## config.mk

```make
export PLATFORM = sky130hd
export DESIGN_NAME = snsedge_top
export DESIGN_NICKNAME = d
export VERILOG_FILES = /design/src/rtl/snsedge_pkg.sv /design/src/rtl/snsedge_sync.sv /design/src/rtl/snsedge_filter.sv /design/src/rtl/snsedge_detect.sv /design/src/rtl/snsedge_top.sv
export SDC_FILE = /design/constraint.sdc
export NUM_CORES = 1
export LEC_CHECK = 0
export ABC_AREA = 1
export CELL_PAD_IN_SITES_DETAIL_PLACEMENT = 1
export CELL_PAD_IN_SITES_GLOBAL_PLACEMENT = 2
export CORE_ASPECT_RATIO = 1.1
export CORE_MARGIN = 2
export CORE_UTILIZATION = 28
export CTS_CLUSTER_SIZE = 12
export DETAILED_ROUTE_END_ITERATION = 7
export GPL_TIMING_DRIVEN = 1
export PLACE_DENSITY = 0.71
export SETUP_SLACK_MARGIN = 0.15
export SYNTH_ARGS = -nofsm -noshare
export SYNTH_HDL_FRONTEND = slang
export SYNTH_SLANG_ARGS = --single-unit
export TNS_END_PERCENT = 1
```

## constraint.sdc

```tcl
create_clock -name clk -period 1.35 [get_ports clk]
set_clock_uncertainty 0.15 [all_clocks]
set_input_delay 0.27 -clock clk [delete_from_list [all_inputs] [get_ports clk]]
set_output_delay 0.27 -clock clk [all_outputs]
set_load 0.02 [all_outputs]
```

## src/rtl/snsedge_pkg.sv

```systemverilog
package snsedge_pkg;

  typedef enum logic [1:0] {
    POL_OFF  = 2'b00,
    POL_RISE = 2'b01,
    POL_FALL = 2'b10,
    POL_BOTH = 2'b11
  } pol_t;

  // smallest filter exponent, reached with length code 0
  localparam int FILT_N_MIN = 2;

endpackage

```

## src/rtl/snsedge_sync.sv

```systemverilog
module snsedge_sync #(
  parameter int WIDTH  = 3,
  parameter int STAGES = 2
) (
  input  logic             clk,
  input  logic             rst,
  input  logic [WIDTH-1:0] din,
  output logic [WIDTH-1:0] dout
);

  logic [WIDTH-1:0] stage_q [STAGES];

  always_ff @(posedge clk) begin
    if (rst) begin
      for (int k = 0; k < STAGES; k++) stage_q[k] <= '0;
    end else begin
      stage_q[0] <= din;
      for (int k = 1; k < STAGES; k++) stage_q[k] <= stage_q[k-1];
    end
  end

  assign dout = stage_q[STAGES-1];

endmodule

```

## src/rtl/snsedge_filter.sv

```systemverilog
module snsedge_filter #(
  parameter int LEN_W = 2,
  parameter int N_MIN = snsedge_pkg::FILT_N_MIN,
  localparam int N_MAX = N_MIN + (1 << LEN_W) - 1,
  localparam int CNT_W = N_MAX
) (
  input  logic             clk,
  input  logic             rst,
  input  logic             tick,
  input  logic             halt,
  input  logic             din,
  input  logic             use_filt,
  input  logic [LEN_W-1:0] len_code,
  output logic             level,
  output logic             resync
);

  logic [CNT_W-1:0] cnt_q;
  logic [CNT_W-1:0] limit;
  logic [LEN_W:0]   cfg_now;
  logic [LEN_W:0]   cfg_q;
  logic             cfg_chg;

  // terminal count is 2^n - 1, where n = N_MIN + len_code
  always_comb begin
    limit = '0;
    for (int b = 0; b < CNT_W; b++) begin
      if (b < N_MIN + int'(len_code)) limit[b] = 1'b1;
    end
  end

  assign cfg_now = {use_filt, len_code};
  assign cfg_chg = (cfg_now != cfg_q);

  // configuration shadow, compared every cycle
  always_ff @(posedge clk) begin
    cfg_q <= cfg_now;
  end

  always_ff @(posedge clk) begin
    if (rst) begin
      cnt_q  <= '0;
      level  <= 1'b0;
      resync <= 1'b0;
    end else begin
      resync <= 1'b0;
      if (cfg_chg) begin
        cnt_q  <= '0;
        level  <= din;
        resync <= 1'b1;
      end else if (!use_filt) begin
        cnt_q <= '0;
        level <= din;
      end else if (halt) begin
        cnt_q <= '0;
      end else if (tick) begin
        if (din == level) begin
          cnt_q <= '0;
        end else if (cnt_q == limit) begin
          cnt_q <= '0;
          level <= din;
        end else begin
          cnt_q <= cnt_q + 1'b1;
        end
      end
    end
  end

endmodule

```

## src/rtl/snsedge_detect.sv

```systemverilog
module snsedge_detect #(
  parameter int WIDTH = 3
) (
  input  logic             clk,
  input  logic             rst,
  input  logic [1:0]       pol,
  input  logic [WIDTH-1:0] level,
  input  logic [WIDTH-1:0] mask,
  output logic [WIDTH-1:0] pulse
);
  import snsedge_pkg::*;

  logic [WIDTH-1:0] prev_q;
  logic [WIDTH-1:0] hit;

  always_comb begin
    case (pol_t'(pol))
      POL_RISE: hit = level & ~prev_q;
      POL_FALL: hit = ~level & prev_q;
      POL_BOTH: hit = level ^ prev_q;
      default:  hit = '0;
    endcase
  end

  always_ff @(posedge clk) begin
    if (rst) begin
      prev_q <= '0;
      pulse  <= '0;
    end else begin
      prev_q <= level;
      pulse  <= hit & ~mask;
    end
  end

endmodule

```

## src/rtl/snsedge_top.sv

```systemverilog
module snsedge_top #(
  parameter int NUM_PINS    = 3,
  parameter int SYNC_STAGES = 2,
  parameter int LEN_W       = 2
) (
  input  logic                      clk,
  input  logic                      rst,
  input  logic                      cyc_en,
  input  logic                      clk_stopped,
  input  logic [NUM_PINS-1:0]       pin_raw,
  input  logic [1:0]                pol_sel,
  input  logic [NUM_PINS-1:0]       filt_en,
  input  logic [NUM_PINS*LEN_W-1:0] len_sel,
  output logic [NUM_PINS-1:0]       edge_pulse
);

  logic [NUM_PINS-1:0] sync_w;
  logic [NUM_PINS-1:0] lvl_w;
  logic [NUM_PINS-1:0] resync_w;

  snsedge_sync #(
    .WIDTH (NUM_PINS),
    .STAGES(SYNC_STAGES)
  ) u_sync (
    .clk (clk),
    .rst (rst),
    .din (pin_raw),
    .dout(sync_w)
  );

  for (genvar i = 0; i < NUM_PINS; i++) begin : g_pin
    snsedge_filter #(
      .LEN_W(LEN_W)
    ) u_filt (
      .clk     (clk),
      .rst     (rst),
      .tick    (cyc_en),
      .halt    (clk_stopped),
      .din     (sync_w[i]),
      .use_filt(filt_en[i]),
      .len_code(len_sel[i*LEN_W +: LEN_W]),
      .level   (lvl_w[i]),
      .resync  (resync_w[i])
    );
  end

  snsedge_detect #(
    .WIDTH(NUM_PINS)
  ) u_det (
    .clk  (clk),
    .rst  (rst),
    .pol  (pol_sel),
    .level(lvl_w),
    .mask (resync_w),
    .pulse(edge_pulse)
  );

endmodule

```

# Word level (Yosys, flattened, before mapping)
# Memories as Yosys holds them, arrays and structs flattened.
# Index checks and enable logic that the tools add are counted.
# classes
addsub,6
n_lt_le_gt_ge,15
eq_ne,24
muxes,48
bitwise_logic,12
reduce_logical,6
# op_table
op,count
$lt A3 B32 Y1 const A,6
$lt A2 B32 Y1 const A,3
$lt A4 B32 Y1 const A,3
$mux W1,39
$mux W5,6
$ne A3 B2 Y1 const B,9
$add A5 B1 Y5 const B,3
$eq A5 B5 Y1,3
$reduce_and A4 Y1,3
$reduce_or A4 Y1,3
$add A2 B2 Y3 const A,3
$and A3 B3 Y3,3
$lt A1 B3 Y1 const A,3
$ne A3 B1 Y1 const B,3
$ne A3 B3 Y1,3
$not A3 Y3,3
$pmux W3 S3,1
$mux W3,2
$eq A2 B2 Y1 const B,2
$eq A1 B1 Y1,3
$not A1 Y1,3
$xor A3 B3 Y3,1
$eq A2 B1 Y1 const B,1
$or A1 B1 Y1,2
# word_totals
regBits,36
ramBits,6
input_bits,18
out_inout_bits,3
word_cells,126
n_memories,1
# mem_list
name,words,word_bits,rd,rd_ports_with_merged_regs,write_ports,line_no,text
u_sync.stage_q,2,3,2,0,2,snsedge_sync.sv:11,logic [WIDTH-1:0] stage_q [STAGES];

# Logic depth before layout (Yosys ltp)
# Gate-level depths: netlist of the first run.
# depth
depth_word,10
depth_mapped,9
ltp_nobuf,9

# Modules after synthesis
# A second synthesis of the first run with hierarchy kept.
# unflattened
hier_cells,290
area_unflattened_um2,2118.3
# by_module_without_submodules
module,instances,cells_per_inst,area_each_um2,seq_area_each_um2
snsedge_filter at g_pin[0].u_filt ...,2,74,525.5,200.2
snsedge_filter at g_pin[2].u_filt,1,71,500.5,200.2
snsedge_detect,1,50,379.1,120.1
snsedge_sync,1,21,187.7,120.1

# Least setup slack after synthesis of the first run
# Ideal clock, no wire load.
# synth_timing
path_kind,flip-flop to flip-flop
startpoint,register g_pin[0].u_filt.level
endpoint,register u_det.pulse[0]
setup_ns,0.058
t_arrival_ns,1.125
required_ns,1.142
path_slack_ns,0.017
stages_incl_launch_ff,6
path_buffers,0
period_less_slack_ns,1.333
path_cell_list,dfxtp_1 inv_1 ha_1 o311ai_0 nand3_1 inv_1
# synth_between
elab_chain_cells,4
elab_cells_between_ends,6
classes_between,1 x mux; 5 x bitwise
# synth_rtl
item,line_no,text
from (decl),snsedge_filter.sv:14,"output logic level,"
from (signal assigned),snsedge_filter.sv:49,level <= din;
from (signal assigned),snsedge_filter.sv:53,level <= din;
from (signal assigned),snsedge_filter.sv:61,level <= din;
$not A3 Y3,snsedge_detect.sv:19,POL_FALL: hit = ~level & prev_q;
$and A3 B3 Y3,snsedge_detect.sv:19,
$pmux W3 S3 *,snsedge_detect.sv:17,case (pol_t'(pol))
$and A3 B3 Y3 *,snsedge_detect.sv:31,pulse <= hit & ~mask;
to (signal assigned),snsedge_detect.sv:31,
to (decl),snsedge_detect.sv:9,output logic [WIDTH-1:0] pulse
# Mark *: on every way between the ends. The rest lies on a longest branch, timed or not.
# A chain may end at the register's enable or synchronous reset.

# Final worst setup path of the first run
# layout_timing
startpoint,register g_pin[0].u_filt.cnt_q[0]
endpoint,register g_pin[0].u_filt.cnt_q[4]
# layout_between
elab_chain_cells,3
elab_cells_between_ends,4
classes_between,1 x add/sub; 1 x eq/ne; 2 x mux
# layout_rtl
item,line_no,text
from (decl),snsedge_filter.sv:18,logic [CNT_W-1:0] cnt_q;
from (signal assigned),snsedge_filter.sv:63,cnt_q <= cnt_q + 1'b1;
$add A5 B1 Y5 / $eq A5 B5 Y1 (equally long branches),"snsedge_filter.sv:63, snsedge_filter.sv:59",
$mux W5 *,snsedge_filter.sv:59,end else if (cnt_q == limit) begin
$mux W5 *,snsedge_filter.sv:57,if (din == level) begin
# Marked as above.

==> impl_metrics.tcl, run 1 <==
set metrics [dict create \
    run_status "finished, final reports clean" \
    synthesis.nets 299 \
    wl_mm 4.952 \
    design.portCount 21 \
    max-clock-path-buffers 2 \
    timing.critical_path.to_type "register" \
    final.hold.worst_slack_ns 0.1260 \
    multiInputGateArea_sq_mm 0.001154 \
    n_antenna_cell 0 \
    number_of_drc_violations_after_detailed_routing_iteration_0 53 \
    area_enclosed_by_the_die_boundary_sq_mm 0.007716 \
    coreArea_sq_mm 0.006927 \
    grt_max_degree 14 \
    vias_in_the_first_global_route 1953 \
    synth_register_bits 42 \
    fin_area_sq_mm 0.002887 \
    count_of_h_tree_levels_built_during_cts 2 \
    grt_pass1_wl_mm 8.687 \
    transition_time_of_the_tightest_slew_check_pin_ns 0.2439 \
    finalNetCount 363 \
    cts_made_buffers 5 \
    p_leak_uw 0.001278 \
    ant_nets 0 \
    drt-wirelength-per-cell_um 11.73 \
    synth_sequential_area_ratio_pct 42.72 \
    cp.required_ns 1.43 \
    drc 0 \
    max-vdd-ir-drop_v 0.0005661 \
    worstSkewPairLatency_ns 0.29 \
    average_size_of_a_mapped_cell_sq_um 7.236 \
    yosys.cell_types.count 22 \
    cts.hold.buffers_added 0 \
    routed-via-count 1896 \
    maxSlewViolCount 0 \
    clock_tree.root_cell "clkbuf_8" \
    final.period_utilization_pct 96.95 \
    cts.reportedPaths.clkPinSlew_ns 0.08 \
    arrival_ns 1.39 \
    crit_fanout 4 \
    power.density_cell_area_mw_per_mm2 845.9 \
    mostFrequentLayoutCell "nand2_1" \
    regArea_sq_um 870.8 \
    buffer_ports.inserted 20 \
    routabilityCongestion 0.7079 \
    hold_viol_final 0 \
    critPathLaunchType "register" \
    die_width_um 83.94 \
    worst_slew_margin_rel_pct 83.72 \
    finalCoreUtilization_pct 41.67 \
    clock_sink_count 42 \
    die_h_um 91.93 \
    synth_area_sq_mm 0.001968 \
    syn_inst 272 \
    area_grow_syn2layout_pct 46.66 \
    antenna_found_initial 0 \
    setup_violations 0 \
    grt.total_usage_pct 13.92 \
    drt_first_pass_iters 4 \
    mostFrequentLayoutCells "nand2_1 (53), buf_4 (39), inv_1 (36), nand3_1 (26), nor2_1 (24)" \
    ys.warnings.count 0 \
    instance_area_after_placement_sq_mm 0.002567 \
    placement_rows 32 \
    globalRoute.totalOverflow 0 \
    maxCapViolations 0 \
    dp.final_hpwl_mm 3.818 \
    final_layout_size_suffix_gt1_share_pct 35.31 \
    timing.setup.critical_path_class "register to register" \
    initial_utilization_pct 28.41 \
    period_needed_ns 1.309 \
    routed_via_density 4.493 \
    post_layout_total_power_uw 2442 \
    cts_tree "built" \
    maximum_clock_frequency_mhz 764.0 \
    setup_tns_ns 0 \
    rsz0062_at_grt "yes" \
    hp-class "input port to register" \
    n_fill_cell 856 \
]
synth_stat cells:
master	count	area share, %
a21boi_0	1	0.38
a21oi_1	13	3.3
buf_2	2	0.51
clkbuf_1	1	0.19
dfxtp_1	42	43
ha_1	9	5.7
inv_1	41	7.8
inv_2	1	0.19
nand2_1	68	13
nand3_1	28	7.1
nand3b_1	1	0.38
nand4_1	6	1.9
nor2_1	32	6.1
nor2_2	1	0.32
nor3_1	2	0.51
nor3b_1	1	0.38
o21ai_0	2	0.51
o311ai_0	3	1.3
or2_1	1	0.32
or2_2	2	0.64
xnor2_1	6	2.7
xor2_1	9	4.0
sequential cells by signal (all words and copies together), names as in the netlist:
signal / flops
g_pin.u_filt.cfg_q: 9
u_det.pulse: 3
g_pin.u_filt.resync: 3
u_sync.stage_q: 6
g_pin.u_filt.level: 3
u_det.prev_q: 3
g_pin.u_filt.cnt_q: 15
area by class of cell:
class,instances,share of cell area (%)
Clock buffer,6,2.514
Timing Repair Buffer,60,17.73
Tap cell,85,3.684
Multi-Input combinational cell,185,39.97
Clock inverter,2,0.4768
Sequential cell,42,30.17
Inverter,42,5.462
worst max-delay path, cell delays in order (launching register included):
cell,delay [ns]
dfxtp_4,0.37
ha_4,0.16
nand2_2,0.07
nor2_2,0.11
xor2_1,0.18
nand2_1,0.10
a21oi_2,0.11
stage by stage:
stage	instances	worst slack, ns
6_report	422	0.04115
2_1_floorplan	272	0.1211
3_5_place_dp	408	-0.4576
4_1_cts	421	0.04525
3_3_place_gp	408	-0.4549
5_1_grt	422	-0.05596
final timing paths:
check / start / endpoint / slack [ns] / cells past startpoint
worst max register to register: g_pin[0].u_filt.cnt_q[0]$_SDFFE_PP0P_ / g_pin[0].u_filt.cnt_q[4]$_SDFFE_PP0P_ / 0.04 / 6
worst min register to register: u_sync.stage_q[0][1]$_SDFF_PP0_ / u_sync.stage_q[0][4]$_SDFF_PP0_ / 0.26 / 2
worst min-delay path: filt_en[1] / g_pin[1].u_filt.cfg_q[2]$_DFF_P_ / 0.13 / 2
worst max-delay path: g_pin[0].u_filt.cnt_q[0]$_SDFFE_PP0P_ / g_pin[0].u_filt.cnt_q[4]$_SDFFE_PP0P_ / 0.04 / 6
what timing repair did:
item	in CTS	in global routing
setup buffers	5	1
pin swaps	22	21
setup endpoints to repair	27	27
cloned	0	0
gates resized for setup	46	44
power breakdown:
part,total (uW),switching [uW],leakage (uW),internal [uW]
registers,1290,19.8,0.000353,1270
logic,335,167,0.000880,168
clock network,812,446,0.0000452,365
cell families after synthesis:
kind of cell,count (synthesis),share of synthesized area (%)
xor gates and xnor gates,15,6.675
AOI/OAI and AO/OA,19,5.531
and+or+nand+nor,142,30.64
adders and majority gates,9,5.722
DFF,42,42.72
buffers and inverters,45,8.709
layer usage:
metal / vias to the layer above / track usage [%] / part of all wire, %
li1: 984 / - / -
met1: 881 / 16.43 / 43
met2: 24 / 25.20 / 53
met3: 7 / 3.240 / 3.6
met4: 0 / 3.763 / 1.2
met5: - / 0 / 0
No activity file was read; power rests on OpenSTA's default activity.
==> run 2: changes to the inputs <==
--- a/config.mk
+++ b/config.mk
@@ -8,7 +8,7 @@
 export ABC_AREA = 1
 export CELL_PAD_IN_SITES_DETAIL_PLACEMENT = 1
 export CELL_PAD_IN_SITES_GLOBAL_PLACEMENT = 2
-export CORE_ASPECT_RATIO = 1.1
+export CORE_ASPECT_RATIO = 0.8
 export CORE_MARGIN = 2
 export CORE_UTILIZATION = 28
 export CTS_CLUSTER_SIZE = 12
==> impl_metrics.tcl, run 2 (synthesis results as in run 1) <==
set metrics [dict create \
    run_status "finished, final reports clean" \
    finish.cell_count_without_fillers 413 \
    clock_sink_count 42 \
    maxCapViolations 0 \
    vias_in_the_first_global_route 1899 \
    placed_cells 403 \
    drt_first_pass_iters 4 \
    clock_tree.root_cell "clkbuf_8" \
    hold_viol_final 0 \
    routed-via-count 1836 \
    initial_utilization_pct 28.70 \
    instance_area_after_placement_sq_mm 0.002505 \
    n_fill_cell 847 \
    coreArea_sq_mm 0.006858 \
    die_width_um 97.74 \
    final.hold.worst_slack_ns 0.1114 \
    timing.critical_path.to_type "register" \
    cts_made_buffers 5 \
    globalRoute.totalOverflow 0 \
    maximum_clock_frequency_mhz 776.1 \
    finalNetCount 352 \
    placement_rows 27 \
    setup_tns_ns 0 \
    antenna_found_initial 0 \
    mostFrequentLayoutCell "nand2_1" \
    wl_mm 4.935 \
    power.density_cell_area_mw_per_mm2 875.5 \
    ant_nets 0 \
    setup_violations 0 \
    cts.reportedPaths.clkPinSlew_ns 0.08 \
    post_layout_total_power_uw 2455 \
    grt_pass1_wl_mm 8.452 \
    critPathLaunchType "register" \
    drt-wirelength-per-cell_um 11.95 \
    drc 0 \
    worstSkewPairLatency_ns 0.29 \
    max-clock-path-buffers 2 \
    timing.setup.critical_path_class "register to register" \
    period_needed_ns 1.288 \
    grt_max_degree 13 \
    crit_fanout 3 \
    dp.final_hpwl_mm 3.772 \
    number_of_drc_violations_after_detailed_routing_iteration_0 35 \
    mostFrequentLayoutCells "nand2_1 (57), inv_1 (34), buf_4 (31), nor2_1 (27)" \
    p_leak_uw 0.001221 \
    hp-class "input port to register" \
    count_of_h_tree_levels_built_during_cts 2 \
    area_enclosed_by_the_die_boundary_sq_mm 0.007720 \
    final_layout_size_suffix_gt1_share_pct 32.52 \
    largest_register_ff_count 15 \
    arrival_ns 1.34 \
    routabilityCongestion 0.7172 \
    cts_tree "built" \
    design.portCount 21 \
    routed_via_density 4.446 \
    largestRegisters "g_pin.u_filt.cnt_q x15, g_pin.u_filt.cfg_q x9, u_sync.stage_q x6" \
    grt.total_usage_pct 13.63 \
    area_grow_syn2layout_pct 42.47 \
    worst_slew_margin_rel_pct 85.29 \
    rsz0062_at_grt "yes" \
    max-vdd-ir-drop_v 0.0003292 \
    maxSlewViolCount 0 \
    n_antenna_cell 0 \
    cp.required_ns 1.40 \
    transition_time_of_the_tightest_slew_check_pin_ns 0.2203 \
    buffer_ports.inserted 20 \
    final.period_utilization_pct 95.44 \
    largest_register "g_pin.u_filt.cnt_q" \
    fin_area_sq_mm 0.002804 \
    die_h_um 78.99 \
]
## run 2: final cells by class
cell class	instances	area (sq um)	area share [%]
Multi-Input combinational cell	185	1167	41.63
Sequential cell	42	867.1	30.92
Timing Repair Buffer	49	406.6	14.50
Inverter	42	162.7	5.801
Tap cell	87	108.9	3.882
Clock buffer	7	86.33	3.079
Clock inverter	1	5.005	0.1785
## run 2: what timing repair did
| item | 4_1_cts | 5_1_grt |
|---|---|---|
| buffers inserted | 1 | 1 |
| hold buffers | 0 | 0 |
| pin swaps | 6 | 28 |
| setup endpoints to repair | 27 | 27 |
| gates resized for setup | 28 | 54 |
## run 2: worst paths after layout
check | start | end | slack (ns) | cells past startpoint
worst max register to register | g_pin[2].u_filt.level$_SDFFE_PP0P_ | u_det.pulse[2]$_SDFF_PP0_ | 0.06 | 6
worst min-delay path | len_sel[2] | g_pin[1].u_filt.cfg_q[0]$_DFF_P_ | 0.11 | 1
worst max-delay path | g_pin[2].u_filt.level$_SDFFE_PP0P_ | u_det.pulse[2]$_SDFF_PP0_ | 0.06 | 6
worst min register to register | u_sync.stage_q[0][0]$_SDFF_PP0_ | u_sync.stage_q[0][3]$_SDFF_PP0_ | 0.25 | 2
## run 2: per-layer routing
metal	wire, um	vias up	share of wire [%]	GRT usage (%)
met1	2437	852	49	17.36
met3	141	5	2.9	2.993
met4	57	0	1.2	4.167
li1	-	960	-	-
met5	0	-	0	0
met2	2298	19	47	23.24
## run 2: critical path, cell delays in order (launching register included)
cell and delay [ns]:
dfxtp_2 0.35, buf_4 0.13, ha_1 0.20, nand3_1 0.14, o311ai_4 0.12, nand3_1 0.08
inv_1 0.04
## run 2: per-stage QoR
stage               setup WS [ns]  utilization, %
floorplan                  0.1211               -
global placement          -0.4923           36.53
detailed placement        -0.4878           36.53
CTS                       0.01578           38.41
global route             -0.05868           40.89
finish                    0.06151           40.89
## run 2: power breakdown
group | internal, uW | switching (uW)
Clock | 413 | 438
Combinational | 147 | 159
Sequential | 1280 | 21.7
==> run 3: changes to the inputs <==
--- a/config.mk
+++ b/config.mk
@@ -10,13 +10,15 @@
 export CELL_PAD_IN_SITES_GLOBAL_PLACEMENT = 2
 export CORE_ASPECT_RATIO = 0.8
 export CORE_MARGIN = 2
-export CORE_UTILIZATION = 28
+export CORE_UTILIZATION = 29
 export CTS_CLUSTER_SIZE = 12
 export DETAILED_ROUTE_END_ITERATION = 7
 export GPL_TIMING_DRIVEN = 1
-export PLACE_DENSITY = 0.71
+export PLACE_DENSITY = 0.73
 export SETUP_SLACK_MARGIN = 0.15
+export SLEW_MARGIN = 20
 export SYNTH_ARGS = -nofsm -noshare
 export SYNTH_HDL_FRONTEND = slang
+export SYNTH_HIERARCHICAL = 1
 export SYNTH_SLANG_ARGS = --single-unit
 export TNS_END_PERCENT = 1
==> impl_metrics.tcl, run 3 <==
set metrics [dict create \
    critPathLaunchType "register" \
    synth_sequential_area_ratio_pct 39.69 \
    grt_max_degree 13 \
    routabilityCongestion 0.7854 \
    buffer_ports.inserted 20 \
    routed_via_density 4.528 \
    rsz0062_at_grt "yes" \
    synthDominantAreaCellType "dfxtp_1" \
    n_antenna_cell 0 \
    final.period_utilization_pct 95.08 \
    synth-edff-count 0 \
    maximum_clock_frequency_mhz 779.1 \
    crit_fanout 4 \
    timing.critical_path.slowest_stage_cell "dfxtp_4" \
    run_status "finished, final reports clean" \
    post_layout_total_power_uw 2640 \
    dp.final_hpwl_mm 4.073 \
    average_size_of_a_mapped_cell_sq_um 7.304 \
    dpl_worst_slack_ns -0.4933 \
    clock_tree.root_cell "clkbuf_8" \
    syn_inst 290 \
    max-clock-path-buffers 2 \
    drc 0 \
    setup_violations 0 \
    p_leak_uw 0.001226 \
    worstSkewPairLatency_ns 0.29 \
    vias_in_the_first_global_route 1892 \
    mostFrequentLayoutCells "nand2_1 (50), inv_1 (38), buf_4 (31), nor2_1 (30)" \
    arrival_ns 1.36 \
    maxCapViolations 0 \
    synth_area_sq_mm 0.002118 \
    synth_commonest_cells "nand2_1 (59), dfxtp_1 (42), inv_1 (42)" \
    design.portCount 21 \
    worst_path_largest_cell_delay_ns 0.38 \
    max-vdd-ir-drop_v 0.0005158 \
    die_h_um 80.44 \
    initial_utilization_pct 30.29 \
    cts_tree "built" \
    post_synth_fa_ha_maj_area_fraction_pct 5.316 \
    cp.required_ns 1.43 \
    yosys.cell_types.count 23 \
    final_layout_size_suffix_gt1_share_pct 32.26 \
    ant_nets 0 \
    count_of_h_tree_levels_built_during_cts 2 \
    synth_simple_gate_area_share_pct 32.96 \
    synthesis.nets 317 \
    synthDominantCellAreaShare_pct 39.69 \
    drt-wirelength-per-cell_um 12.35 \
    placement_rows 27 \
    wl_mm 5.287 \
    ys.warnings.count 6 \
    cts.reportedPaths.clkPinSlew_ns 0.08 \
    synth_register_bits 42 \
    clock_sink_count 42 \
    cts.hold.buffers_added 0 \
    coreArea_sq_mm 0.006993 \
    largest_register "g_pin.u_filt/cnt_q" \
    combinational_family_with_the_most_area_after_synthesis "simple AND/OR/NAND/NOR gates" \
    maxSlewViolCount 0 \
    power.density_cell_area_mw_per_mm2 909.9 \
    grt_pass1_wl_mm 8.976 \
    final.hold.worst_slack_ns 0.1372 \
    cts_made_buffers 5 \
    grt.total_usage_pct 14.03 \
    hold_viol_final 0 \
    drt_first_pass_iters 4 \
    mostFrequentLayoutCell "nand2_1" \
    post_synthesis_compound_gate_area_fraction_pct 7.620 \
    finalNetCount 368 \
    antenna_found_initial 0 \
    largestRegisters "g_pin.u_filt/cnt_q x15, g_pin.u_filt/cfg_q x9, u_sync/stage_q x6" \
    worst_slew_margin_rel_pct 80.08 \
    transition_time_of_the_tightest_slew_check_pin_ns 0.2976 \
    synth_xor_area_share_pct 4.135 \
    final.setup.worst_slack_ns 0.06641 \
    synth_most_common_cell "nand2_1" \
    synth_area_leaders "dfxtp_1 (40%), nand2_1 (10%), inv_1 (7.4%)" \
    largest_register_ff_count 15 \
    setup_tns_ns 0 \
    globalRoute.totalOverflow 0 \
    critical_path.cell_chain "inv_2, nand2_1, nand3_2, nor2_4, nand3_2, nand3_1, nand2_1, nor2_1" \
    die_width_um 99.56 \
    period_needed_ns 1.284 \
    synth_mux_area_share_pct 0 \
    async_reset_ff_share_pct 0 \
    synth_top_flop_cell "dfxtp_1" \
    timing.setup.critical_path_class "register to register" \
    routed-via-count 1938 \
    area_grow_syn2layout_pct 36.98 \
    area_enclosed_by_the_die_boundary_sq_mm 0.008008 \
    timing.critical_path.to_type "register" \
    number_of_drc_violations_after_detailed_routing_iteration_0 61 \
    hp-class "input port to register" \
]
[run 3: changes by cell type after synthesis, sizes merged, moves of 3 or more]
cell | before | now
nand4 | 6 | 3
nand3 | 28 | 34
nor2 | 33 | 39
xor2 | 9 | 2
nor3 | 2 | 6
a21oi | 13 | 24
inv | 42 | 47
buf | 2 | 5
o211ai | 0 | 3
nand2 | 68 | 61
o311ai | 3 | 0
[run 3: final cells by class]
type                            count  area [sq um]
Clock buffer                        6         82.58
Tap cell                           87         108.9
Timing Repair Buffer               49         405.4
Clock inverter                      1         30.03
Inverter                           47         176.4
Sequential cell                    42         879.6
Multi-Input combinational cell    196          1219
Fill cell                         886          4091
[run 3: worst paths after layout]
| kind | start | slack, ns | cells after the start | endpoint |
|---|---|---|---|---|
| worst min-delay path | len_sel[1] | 0.14 | 1 | g_pin[0].u_filt/cfg_q[1]$_DFF_P_ |
| worst min register to register | u_sync/stage_q[0][1]$_SDFF_PP0_ | 0.25 | 2 | u_sync/stage_q[0][4]$_SDFF_PP0_ |
| worst max-delay path | g_pin[1].u_filt/cnt_q[2]$_SDFFE_PP0P_ | 0.07 | 8 | g_pin[1].u_filt/level$_SDFFE_PP0P_ |
| worst max register to register | g_pin[1].u_filt/cnt_q[2]$_SDFFE_PP0P_ | 0.07 | 8 | g_pin[1].u_filt/level$_SDFFE_PP0P_ |
[run 3: through the flow]
stage	cells	area (sq um)	util, %
floorplan	290	2150	-
global placement	418	2605	37.25
detailed placement	418	2605	37.25
CTS	428	2828	40.44
global route	428	2902	41.49
finish	428	2902	41.49
[run 3: worst max-delay path: cells and delay by family (launching register included)]
| family | cells | cell delay [ns] |
|---|---|---|
| buf+inv | 1 | 0.04 |
| flops | 1 | 0.38 |
| simple gates | 7 | 0.65 |
[run 3: report_power, final]
part	internal [uW]	switching (uW)	leakage [uW]
clock	592	433	0.0000573
combinational	152	173	0.000813
sequential	1270	22.4	0.000356
total	2010	629	0.00123
[run 3: kinds of logic after synthesis]
logic type | after synthesis
AOI/OAI and AO/OA | 28
DFF | 42
adders and majority gates | 9
xor gates and xnor gates | 10
buffers and inverters | 52
and+or+nand+nor | 149
[run 3: per-layer routing]
layer	share of wire (%)	track usage [%]	vias to the layer above
met5	0	0	-
met4	0.89	3.288	0
met3	2.5	3.133	4
met2	43	21.69	17
met1	54	19.86	906
li1	-	-	1011
[run 3: what timing repair did]
item,4_1_cts,5_1_grt
pin swaps,7,17
buffers inserted,3,0
gates cloned,0,0
endpoints found under the setup margin,27,26
resized for setup,50,30
